## src/rtl/instr_fmt_decode.sv

```systemverilog
module instr_fmt_decode #(
  parameter int REG_W = 3,
  parameter int OPC_W = 6
) (
  input  logic [OPC_W+4+2*REG_W-1:0] instr,
  output logic [1:0]                 fmt_class,
  output logic [OPC_W-1:0]           opcode,
  output logic [2:0]                 mode,
  output logic                       steer,
  output logic [REG_W-1:0]           src_reg,
  output logic [REG_W-1:0]           dst_reg,
  output logic [1:0]                 addr_kind,
  output logic                       use_indirect,
  output logic                       is_direct,
  output logic                       need_ext_word,
  output logic                       mode_on_dst,
  output logic                       illegal
);
  localparam int IW     = OPC_W + 4 + 2*REG_W;
  localparam int S_POS  = 2*REG_W;
  localparam int M_LO   = S_POS + 1;

  localparam logic [1:0] C_NONE = 2'b00;
  localparam logic [1:0] C_ONE  = 2'b01;
  localparam logic [1:0] C_TWO  = 2'b10;
  localparam logic [1:0] C_BR   = 2'b11;
  localparam logic [1:0] K_REG  = 2'b00;
  localparam logic [1:0] K_IMM  = 2'b01;

  logic has_opnd;
  logic ind_bit;

  assign fmt_class = instr[IW-1 -: 2];
  assign opcode    = instr[IW-1 -: OPC_W];
  assign mode      = instr[M_LO+2 -: 3];
  assign steer     = instr[S_POS];
  assign src_reg   = instr[S_POS-1 -: REG_W];
  assign dst_reg   = instr[REG_W-1:0];

  assign has_opnd  = (fmt_class != C_NONE);
  assign ind_bit   = has_opnd & mode[0];
  assign addr_kind = has_opnd ? mode[2:1] : K_REG;

  assign is_direct     = ind_bit & (addr_kind == K_IMM);
  assign use_indirect  = ind_bit & (addr_kind != K_IMM);
  assign need_ext_word = has_opnd & (addr_kind != K_REG);

  always_comb begin
    unique case (fmt_class)
      C_ONE:   mode_on_dst = 1'b1;
      C_TWO:   mode_on_dst = steer;
      C_BR:    mode_on_dst = 1'b1;
      default: mode_on_dst = 1'b0;
    endcase
  end

  assign illegal = ((fmt_class == C_BR) && (mode[2:1] == K_REG)) ||
                   ((fmt_class == C_TWO) && steer && (mode == 3'b010));

  always_comb begin
    p_zero_class_quiet_r2: assert (fmt_class != C_NONE ||
      (!need_ext_word && !use_indirect && !is_direct && !mode_on_dst && !illegal))
      else $error("zero-operand class produced an active flag");
    p_reg_no_word_r6: assert (addr_kind != K_REG || !need_ext_word)
      else $error("register kind requested a second word");
    p_direct_excl_r5: assert (!(is_direct && use_indirect))
      else $error("direct and indirect both set");
    p_branch_reg_bad_r8: assert (!(fmt_class == C_BR && addr_kind == K_REG) || illegal)
      else $error("branch in register mode not flagged");
    p_illegal_scope_r10: assert (!illegal || fmt_class[1])
      else $error("illegal raised outside two-operand or branch class");
  end
endmodule

```

## config.mk

```make
export PLATFORM = sky130hd
export DESIGN_NAME = instr_fmt_decode
export DESIGN_NICKNAME = d
export VERILOG_FILES = /design/src/rtl/instr_fmt_decode.sv
export SDC_FILE = /design/constraint.sdc
export NUM_CORES = 1
export LEC_CHECK = 0
export BUFFER_PORTS_ARGS = -buffer_cell sky130_fd_sc_hd__buf_4
export CAP_MARGIN = 20
export CORE_AREA = 2 2 39 41
export DETAILED_ROUTE_END_ITERATION = 8
export DIE_AREA = 0 0 41 43
export SYNTH_ARGS = -nofsm -noshare
export SYNTH_HDL_FRONTEND = slang
export SYNTH_SLANG_ARGS = --single-unit
```

## constraint.sdc

```tcl
create_clock -name vclk -period 1.5
set_clock_uncertainty 0.1 [all_clocks]
set_input_delay 0.3 -clock vclk [all_inputs]
set_output_delay 0.3 -clock vclk [all_outputs]
set_load 0.02 [all_outputs]
```

==> metrics.yaml, run 1 <==
worst_setup_path:
  end_kind: "output pin"
  cpLargestDelayFamily: "buffers and inverters"
  cp.arrival_ns: 0.96
  cp_max_fo: 7
  path_cells: "buf_4, or2b_1, a21oi_1, buf_4"
  cpPeakStageDelay_ns: 0.21
  path_class: "input port to output pin"
  critPathBufInv: 2
  required_ns: 1.10
  startpoint_type: "input port"
  crit_top_cell: "buf_4"
  slowest_stage: "or2b_1"
synthesis:
  synth.distinct_cells: 10
  ys_top_cells_by_area: "buf_4 (60%), nor2b_1 (8.3%), nor4bb_2 (7.2%)"
  synth.most_common_cell: "buf_4"
  syn_area_per_cell_sq_um: 7.31
  yosysTopAreaCellShare_pct: 59.7
  yosysTopAreaCell: "buf_4"
  yosysSeqAreaShare_pct: 0
  synthCells: 31
  synth.net_count: 47
  yosysWarnings: 0
  syn_area_sq_um: 226
  synth_common_cells: "buf_4 (18), nor2_1 (3), nor2b_1 (3)"
clock_network:
  postCtsSetupBuffers: 0
  holdBufCountCts: 0
drt:
  drt_first_pass_iters: 1
  drt_iter0_drc: 0
  routed_wl_microns: 456
  ant_nets: 0
  drc: 0
  avgRoutedWirePerCell_microns: 9.12
  vias: 185
  viasPerCell: 3.70
status:
  status: "complete, no violations"
flow_run:
  drv_cap: 0
timing:
  period_minus_slack_ns: 1.36
  fin_crit_sh_pct: 91.0
  rsz0062_at_grt: "false"
  maxSlewHeadroom_pct: 84.4
  maxSlewViolCount: 0
  tns_ns: 0
  hold_violations: 0
  max_slew.worst_pin.slew_ns: 0.233
  finalSetupViolCount: 0
  max_freq_mhz: 733
cells_and_area:
  seq_cell_count: 0
  seq_area_sq_um: 0
  antenna_cells: 0
  layout-drive-gt1-share_pct: 67.6
  final_util_pct: 19.6
  multiInputGateArea_sq_um: 93.8
  clock_buffers: 0
  nets: 52
  areaGrowthSynthToFinish_pct: 19.9
  fillers: 156
global_route:
  grt_pass1_vias: 128
  grt_pass1_wl_microns: 586
  grt_max_degree: 8
  grtUsageTotal_pct: 4.40
  antenna_found_initial: 0
  grt_overflow: 0
placed_design:
  detailed_place_hpwl_microns: 398
  io_buffer_count: 21
  place.gp.congestion: 0.633
power_and_ir_drop:
  power_uw: 100
  ir_drop_uv: 85.6
  p_leak_nw: 0.136
  powerDensity_mw_per_mm2: 369
die:
  coreArea_sq_mm: 0.00138
  io-pin-count: 41
  die_w_microns: 41
  die_height_microns: 43
  initial_utilization_pct: 16.4
  rows: 14
  dieArea_sq_mm: 0.00176
min_path:
  hold_class: "input port to output pin"
[metal layers]
metal  global-route usage, %  vias up  part of all wire [%]  routed length (microns)
li1                        -       88                     -                        -
met3                       0        0                    19                       88
met2                    6.25       17                    43                      194
met5                       0        -                     0                        0
met1                    7.59       80                    38                      174
met4                       0        0                     0                        0
[stage by stage]
stage | setup slack, ns | instances | instance area [sq um] | hold WS (ns)
CTS | 0.0903 | 50 | 269 | 0.500
global placement | 0.0937 | 50 | 269 | 0.500
global route | 0.106 | 50 | 272 | 0.500
finish | 0.135 | 50 | 272 | 0.500
floorplan | 0.168 | 31 | 226 | 0.551
detailed placement | 0.0933 | 50 | 269 | 0.500
[final cells by class]
class                           count  area share [%]
Multi-Input combinational cell     13            34.6
Timing Repair Buffer               21            58.1
Tap cell                           16            7.37
[logic make-up (layout without fill, tap and decap cells)]
group / after synthesis / count (layout) / share of synthesized area [%]
buffers and inverters: 18 / 21 / 59.7
AOI/OAI and AO/OA: 2 / 2 / 5.52
and+or+nand+nor: 11 / 11 / 34.8
[report_power, final]
group | switching (mW) | internal (mW) | total (mW)
sequential | 0 | 0 | 0
clock | 0 | 0 | 0
combinational | 0.0526 | 0.0475 | 0.100
[cell usage in the layout (no fill, tap or decap)]
cell type | synthesis | routed
nand2b_1 | 1 | 1
nor4bb_2 | 1 | 1
buf_4 | 18 | 21
a21o_1 | 1 | 1
nor2_2 | 0 | 1
nor2b_1 | 3 | 3
nor3b_1 | 1 | 1
or2b_1 | 1 | 1
nand4bb_1 | 1 | 1
nor2_1 | 3 | 2
a21oi_1 | 1 | 1
[repair_timing]
action / 4_1_cts / 5_1_grt
gates resized for setup: 0 / 1
endpoints found under the hold margin: 0 / 0
endpoints found under the setup margin: 0 / 3
[final timing paths]
check                start         end  slack (ns)  cells after the start
setup / recovery  instr[8]     illegal        0.14                      4
hold / removal    instr[3]  src_reg[0]        0.50                      0
Note: power is estimated with default switching activity, not from simulation.
==> run 2, diff against run 1 <==
BUFFER_PORTS_ARGS = -buffer_cell sky130_fd_sc_hd__buf_2   (was -buffer_cell sky130_fd_sc_hd__buf_4)
==> run 2 against run 1 <==
Wire length is 2.0% higher; sequential share of layout area stayed put; combinational power is 18% lower; maximum frequency is 1.6% lower; flip-flop and latch count stayed put; total power is 18% lower; core utilization is 4.0 points lower; clock-buffer cell count stayed put.
==> metrics.yaml, run 2 (synthesized netlist as in run 1, its figures left out) <==
placed_design:
  io_buffer_count: 21
  postPlaceCellArea_sq_um: 216
  detailed_place_hpwl_microns: 400
  place.gp.congestion: 0.659
clock_network:
  cts_resized: 0
  holdBufCountCts: 0
  postCtsSetupBuffers: 0
worst_setup_path:
  end_kind: "output pin"
  required_ns: 1.10
  cp.arrival_ns: 0.99
  cp_max_fo: 6
  critPathBufInv: 2
  slowest_stage: "nor4bb_2"
  path_cells: "buf_2, nor2_1, nor4bb_2, buf_2"
  crit_top_cell: "buf_2"
  crit_path_start: "instr[14]"
  startpoint_type: "input port"
  path_class: "input port to output pin"
  cpPeakStageDelay_ns: 0.26
  cpLargestDelayFamily: "simple AND/OR/NAND/NOR gates"
drt:
  drt_first_pass_iters: 4
  wl_met1_microns: 171
  routed_wl_microns: 465
  ant_nets: 0
  top_layer: "met3"
  wl_met3_microns: 93
  viasPerCell: 3.84
  avgRoutedWirePerCell_microns: 9.30
  dr_wl_met2_microns: 200
  drt_iter0_drc: 1
  vias: 192
  drc: 0
timing:
  holdWs_ns: 0.500
  max_slew.worst_pin.slew_ns: 0.333
  tns_ns: 0
  finalSetupViolCount: 0
  maxSlewHeadroom_pct: 77.7
  hold_violations: 0
  maxSlewViolCount: 0
  period_minus_slack_ns: 1.39
  fin_crit_sh_pct: 92.5
  rsz0062_at_grt: "false"
  max_freq_mhz: 721
cells_and_area:
  layout-drive-gt1-share_pct: 64.7
  nets: 52
  areaGrowthSynthToFinish_pct: -4.42
  fillers: 160
  antenna_cells: 0
  clock_buffers: 0
  seq_cell_count: 0
  seq_area_sq_um: 0
  final_common_cell: "buf_2"
  fin_area_sq_um: 216
  mostFrequentLayoutCells: "buf_2 (21), nor2_1 (3), nor2b_1 (3)"
power_and_ir_drop:
  ir_drop_uv: 82.2
  powerDensity_mw_per_mm2: 377
  p_leak_nw: 0.120
flow_run:
  drv_cap: 0
die:
  coreArea_sq_mm: 0.00138
  rows: 14
  initial_utilization_pct: 16.4
  die_w_microns: 41
  die_height_microns: 43
  dieArea_sq_mm: 0.00176
  io-pin-count: 41
global_route:
  grtUsageTotal_pct: 4.70
  grt_overflow: 0
  grt_pass1_wl_microns: 614
  grt_pass1_vias: 148
  grt_max_degree: 8
  antenna_found_initial: 0
min_path:
  hold_class: "input port to output pin"
  whs_path_depth: 0
  min_to: "src_reg[0]"
  hp-start: "instr[3]"
status:
  status: "complete, no violations"
==> run 2: cell counts in the layout (fill, tap and decap cells not counted) <==
Identical to the previous run, type by type.
==> run 2: cell type report <==
cell class	instances	area, sq um	share of cell area [%]
multi-input cells	13	91.3	42.2
repair buffers	21	105	48.6
well taps	16	20.0	9.25
==> run 2: layer usage <==
metal | vias up | global-route usage (%)
li1 | 90 | -
met1 | 85 | 6.33
met2 | 17 | 8.13
met3 | 0 | 0.524
met4 | 0 | 0
met5 | - | 0
==> run 2: power breakdown <==
part	leakage [nW]	internal [mW]	switching [mW]
combinational	0.120	0.0303	0.0513
clock	0	0	0
sequential	0	0	0
total	0.120	0.0303	0.0513
==> run 2: metrics by stage <==
stage	total power, mW	cells	utilization (%)	setup slack [ns]
after floorplan	0.100	31	-	0.168
after global placement	0.0824	50	15.6	0.128
after detailed placement	0.0826	50	15.6	0.111
after CTS	0.0830	50	15.6	0.106
after global routing	0.0886	50	15.6	0.0635
final	0.0816	50	15.6	0.113
==> run 2: worst max path at each step <==
stage / end / depth (start not counted)
floorplan: use_indirect / 2
global placement: is_direct / 4
detailed placement: is_direct / 4
CTS: is_direct / 4
global route: is_direct / 4
finish: is_direct / 4
